==> src/rtl/wp_pkg.sv <==
package wp_pkg;
  typedef enum logic [1:0] {
    WP_LOCKED   = 2'd0,
    WP_ARMED    = 2'd1,
    WP_UNLOCKED = 2'd2
  } wp_state_e;
endpackage

==> src/rtl/wp_key_match.sv <==
module wp_key_match #(
  parameter int unsigned ADDR_W = 8,
  parameter int unsigned DATA_W = 32,
  parameter logic [ADDR_W-1:0] KEY0_ADDR = 8'h6C,
  parameter logic [ADDR_W-1:0] KEY1_ADDR = 8'h70,
  parameter logic [DATA_W-1:0] KEY0_VAL  = 32'h83E70B13,
  parameter logic [DATA_W-1:0] KEY1_VAL  = 32'h95A4F1E0
) (
  input  logic [ADDR_W-1:0] addr_i,
  input  logic              we_i,
  input  logic [DATA_W-1:0] wdata_i,
  output logic [1:0]        sel_o,
  output logic [1:0]        ok_o
);
  localparam int unsigned NKEYS = 2;
  localparam logic [NKEYS-1:0][ADDR_W-1:0] KADDR = {KEY1_ADDR, KEY0_ADDR};
  localparam logic [NKEYS-1:0][DATA_W-1:0] KVAL  = {KEY1_VAL, KEY0_VAL};

  for (genvar i = 0; i < NKEYS; i++) begin : g_key
    assign sel_o[i] = we_i && (addr_i == KADDR[i]);
    assign ok_o[i]  = sel_o[i] && (wdata_i == KVAL[i]);
  end
endmodule

==> src/rtl/wp_lock_fsm.sv <==
module wp_lock_fsm
  import wp_pkg::*;
(
  input  logic      clk_i,
  input  logic      rst_ni,
  input  logic      we_i,
  input  logic [1:0] sel_i,
  input  logic [1:0] ok_i,
  output wp_state_e state_o
);
  wp_state_e state_q, state_d;

  always_comb begin
    state_d = state_q;
    if (sel_i[0])
      state_d = ok_i[0] ? WP_ARMED : WP_LOCKED;
    else if (sel_i[1])
      state_d = (ok_i[1] && state_q == WP_ARMED) ? WP_UNLOCKED : WP_LOCKED;
  end

  always_ff @(posedge clk_i or negedge rst_ni) begin
    if (!rst_ni) state_q <= WP_LOCKED;
    else         state_q <= state_d;
  end

  assign state_o = state_q;


  unlock_cause_chk: assert property (@(posedge clk_i) disable iff (!rst_ni)
    (state_q == WP_UNLOCKED && $past(state_q) != WP_UNLOCKED)
      |-> ($past(ok_i[1]) && $past(state_q) == WP_ARMED));


  bad_key_lock_chk: assert property (@(posedge clk_i) disable iff (!rst_ni)
    ((sel_i[0] && !ok_i[0]) || (sel_i[1] && !ok_i[1])) |=> state_q == WP_LOCKED);


  idle_hold_chk: assert property (@(posedge clk_i) disable iff (!rst_ni)
    !we_i |=> $stable(state_q));
endmodule

==> src/rtl/wp_gate.sv <==
module wp_gate
  import wp_pkg::*;
#(
  parameter int unsigned ADDR_W = 8,
  parameter int unsigned DATA_W = 32,
  parameter logic [ADDR_W-1:0] KEY0_ADDR = 8'h6C,
  parameter logic [ADDR_W-1:0] KEY1_ADDR = 8'h70,
  parameter logic [DATA_W-1:0] KEY0_VAL  = 32'h83E70B13,
  parameter logic [DATA_W-1:0] KEY1_VAL  = 32'h95A4F1E0
) (
  input  logic              clk_i,
  input  logic              rst_ni,
  input  logic [ADDR_W-1:0] addr_i,
  input  logic              we_i,
  input  logic [DATA_W-1:0] wdata_i,
  output logic              wr_en_o,
  output logic              locked_o
);
  logic [1:0] key_sel, key_ok;
  wp_state_e  state;

  wp_key_match #(
    .ADDR_W(ADDR_W), .DATA_W(DATA_W),
    .KEY0_ADDR(KEY0_ADDR), .KEY1_ADDR(KEY1_ADDR),
    .KEY0_VAL(KEY0_VAL), .KEY1_VAL(KEY1_VAL)
  ) u_match (
    .addr_i (addr_i),
    .we_i   (we_i),
    .wdata_i(wdata_i),
    .sel_o  (key_sel),
    .ok_o   (key_ok)
  );

  wp_lock_fsm u_fsm (
    .clk_i  (clk_i),
    .rst_ni (rst_ni),
    .we_i   (we_i),
    .sel_i  (key_sel),
    .ok_i   (key_ok),
    .state_o(state)
  );

  // key registers live in the gate; never forwarded to the protected file
  assign wr_en_o  = we_i && (key_sel == 2'b00) && (state == WP_UNLOCKED);
  assign locked_o = (state != WP_UNLOCKED);


  locked_block_chk: assert property (@(posedge clk_i) disable iff (!rst_ni)
    locked_o |-> !wr_en_o);


  key_no_pass_chk: assert property (@(posedge clk_i) disable iff (!rst_ni)
    (we_i && (addr_i == KEY0_ADDR || addr_i == KEY1_ADDR)) |-> !wr_en_o);


  zero_relock_chk: assert property (@(posedge clk_i) disable iff (!rst_ni)
    (we_i && wdata_i == '0 && (addr_i == KEY0_ADDR || addr_i == KEY1_ADDR)) |=> locked_o);
endmodule

==> config.mk <==
export PLATFORM = sky130hd
export DESIGN_NAME = wp_gate
export DESIGN_NICKNAME = d
export VERILOG_FILES = /design/src/rtl/wp_pkg.sv /design/src/rtl/wp_key_match.sv /design/src/rtl/wp_lock_fsm.sv /design/src/rtl/wp_gate.sv
export SDC_FILE = /design/constraint.sdc
export NUM_CORES = 1
export LEC_CHECK = 0
export BUFFER_PORTS_ARGS = -buffer_cell sky130_fd_sc_hd__buf_4
export CAP_MARGIN = 20
export CORE_AREA = 3 3 40 42
export CTS_BUF_LIST = sky130_fd_sc_hd__clkbuf_8
export DETAILED_ROUTE_END_ITERATION = 6
export DIE_AREA = 0 0 43 45
export HOLD_SLACK_MARGIN = 0.1
export PLACE_DENSITY = 0.74
export SETUP_SLACK_MARGIN = 0.3
export SLEW_MARGIN = 20
export SYNTH_ARGS = -nofsm -noshare
export SYNTH_HDL_FRONTEND = slang
export SYNTH_SLANG_ARGS = --single-unit
==> constraint.sdc <==
create_clock -name clk_i -period 2.4 [get_ports clk_i]
set_input_delay 0 -clock clk_i [delete_from_list [all_inputs] [get_ports clk_i]]
set_output_delay 0 -clock clk_i [all_outputs]
set_load 0.02 [all_outputs]
==> reports/results.txt <==
Hold Worst Slack: 0.1038 ns
Dpl ws: 1.170 ns
Syn Area/Cell: 7.900 um2
Max Cap Violations: 0
Final routed wire length divided by cell count: 12.88 um
Worst-case register-to-register setup slack: 1.41 ns
Number of primary I/O pins: 45
Die Area: 1935 um2
Clock tree skew after final layout: 0.001483 ns
Syn Inst Count: 35
Inserted Diodes: 0
Total of endpoints with negative setup slack in the final report: 0
Depth of the CTS H-tree: 1
Critical path type: input pin to flip-flop
Hold bufs inserted after CTS: 6
Most used cells in the layout excluding fill and tap cells: sky130_fd_sc_hd__buf_4 (44), sky130_fd_sc_hd__dlygate4sd3_1 (6), sky130_fd_sc_hd__nor4b_1 (5), sky130_fd_sc_hd__nand4_1 (5), sky130_fd_sc_hd__nand2_1 (4)
Vertical extent of the die: 45 um
Final hold vios: 0
Min setup slack post-route: 0.4614 ns
Gpl congestion: 0.7471
Syn_nets: 78
Post-route cell area: 726.9 um2
Distinct cells, synth: 18
Detailed-routing iteration count for the pre-antenna-repair pass: 2
Placed standard-cell area: 625.6 um2
Highest attainable clock frequency: 0.5158 GHz
Critical path data required time: 2.48 ns
Max VDD drop: 271.0 uV
Vias per cell: 4.864
Num CTS Buffers: 3
Cell at the root of the clock tree: sky130_fd_sc_hd__clkbuf_8
Proportion of synthesized chip area in sequential cells: 18.10%
Flip-flop count of the largest register after layout: 2
Syn. warnings: 0
Core Util, Final: 56.57%
Flip-flop and latch count after synthesis: 2
Leakage component of the power: 0.3294 nW
Number of max-slew violations in the final report: 0
Worst hold path stage count: 3
Setup repair after global routing missed its margin: no
Post-CTS setup repair buffer count: 0
Antenna violations before repair: 0
Maximum fanout along the worst path: 2
Nature of the critical path startpoint: input pin
Final critical delay including setup and external delays: 1.939 ns
Overall track demand over capacity in global routing: 14.74%
Layout-stage area growth over the synthesis result: 162.9%
# rows: 13
Most frequent standard cell in the layout excluding fill and tap cells: sky130_fd_sc_hd__buf_4
Clock latency of the later-clocked register in the worst-skew pair: 0.21 ns
Netlist Area Pre-Place: 276.5 um2
DR DRC count: 0
Total via count in the routed design: 501
Non-filler cells, final: 103
Reg clk slew, reported paths: 0.03 ns
Share of layout cells above drive strength 1: 53.41%
Detail Placement HPWL: 1.098 mm
Arrival time worst endpoint: 2.02 ns
Post-route fraction of the period consumed by the critical path: 80.77%
Post-layout net count: 133
Global-route wire length before repair: 2.097 mm
Largest net degree at the start of global routing: 5
Number of port buffers: 44
Run status: completed
Kind of end point of the critical path: flip-flop
Power density cells: 328.8 nW/um2
Starting utilization of the core area: 21.52%
Placed instance count: 94
Number of cells upsized or downsized after cts: 0
Total detailed-routing wirelength: 1.327 mm
Setup TNS: 0 ns
Number of global-route vias before repair: 503
CTS tree: built
R2r worst-path depth: 2
Sink count of the clock tree: 2
Headroom to the max-slew limit: 79.55%
Overall Power: 0.2390 mW
Die X: 43 um
Count of antenna-violating nets left after detailed routing: 0
DRC marker count from the first detailed-route iteration: 5
Worst slew pin tran: 0.3029 ns
Number of buffers on the longest clock path: 2
Type of the worst min-delay path: input pin to flip-flop
Area inside the core boundary: 1285 um2
Remaining global-route overflow: 0
## worst max-delay path: stages
cell                            delay (ns)
sky130_fd_sc_hd__dlygate4sd3_1        0.54
sky130_fd_sc_hd__buf_4                0.13
sky130_fd_sc_hd__or4_1                0.45
sky130_fd_sc_hd__dlygate4sd3_1        0.57
sky130_fd_sc_hd__o41ai_1              0.34
## final cells by class
| cell class | instances | area, um2 |
|---|---|---|
| multi-input cells | 33 | 226.5 |
| flip-flops and latches | 2 | 50.05 |
| fillers | 123 | 558.0 |
| repair buffers | 50 | 390.4 |
| clock buffers | 3 | 41.29 |
| well taps | 15 | 18.77 |
## routing by layer
layer	GRT usage [%]	vias to the layer above	routed length [um]
met5	0	-	0
met1	15.90	224	516
met3	3.586	0	85
li1	-	258	-
met2	26.95	19	724
met4	7.229	0	0
## where the power goes
part | switching (mW) | leakage [nW] | internal, mW | total [mW]
clock network | 0.0255 | 0.0216 | 0.106 | 0.132
registers | 0.000000000000688 | 0.0280 | 0.0340 | 0.0340
logic | 0.0191 | 0.280 | 0.0543 | 0.0734
## Yosys cell counts
library cell	n	area [um2]
sky130_fd_sc_hd__nor2_1	2	7.510
sky130_fd_sc_hd__nand2b_1	1	6.260
sky130_fd_sc_hd__nand3_1	1	5.000
sky130_fd_sc_hd__and3_1	1	6.260
sky130_fd_sc_hd__nor4bb_1	1	10.01
sky130_fd_sc_hd__or3b_1	1	8.760
sky130_fd_sc_hd__a2111o_1	1	11.26
sky130_fd_sc_hd__nand4b_1	2	17.52
sky130_fd_sc_hd__nand3b_1	1	7.510
sky130_fd_sc_hd__nand2_1	4	15.01
sky130_fd_sc_hd__nor3_1	3	15.01
sky130_fd_sc_hd__nor2b_1	1	6.260
sky130_fd_sc_hd__dfrtp_1	2	50.05
sky130_fd_sc_hd__or4_1	1	7.510
sky130_fd_sc_hd__o41ai_1	2	17.52
sky130_fd_sc_hd__nor4b_1	5	43.79
sky130_fd_sc_hd__and4b_1	1	10.01
sky130_fd_sc_hd__nand4_1	5	31.28
## path summary, 6_finish.rpt
check / endpoint / startpoint
min in group asynchronous: u_fsm.state_o[1] / rst_ni
max in group asynchronous: u_fsm.state_o[0] / rst_ni
worst min register to register: u_fsm.state_o[1] / u_fsm.state_o[1]
worst min-delay path: u_fsm.state_o[1] / wdata_i[13]
worst max-delay path: u_fsm.state_o[0] / wdata_i[28]
worst max register to register: u_fsm.state_o[1] / u_fsm.state_o[1]
## kinds of logic after synthesis
logic type,synth area share (%)
compound gates,10.41
simple gates,71.50
flops,18.10
Power figures use the tool's default switching activity.
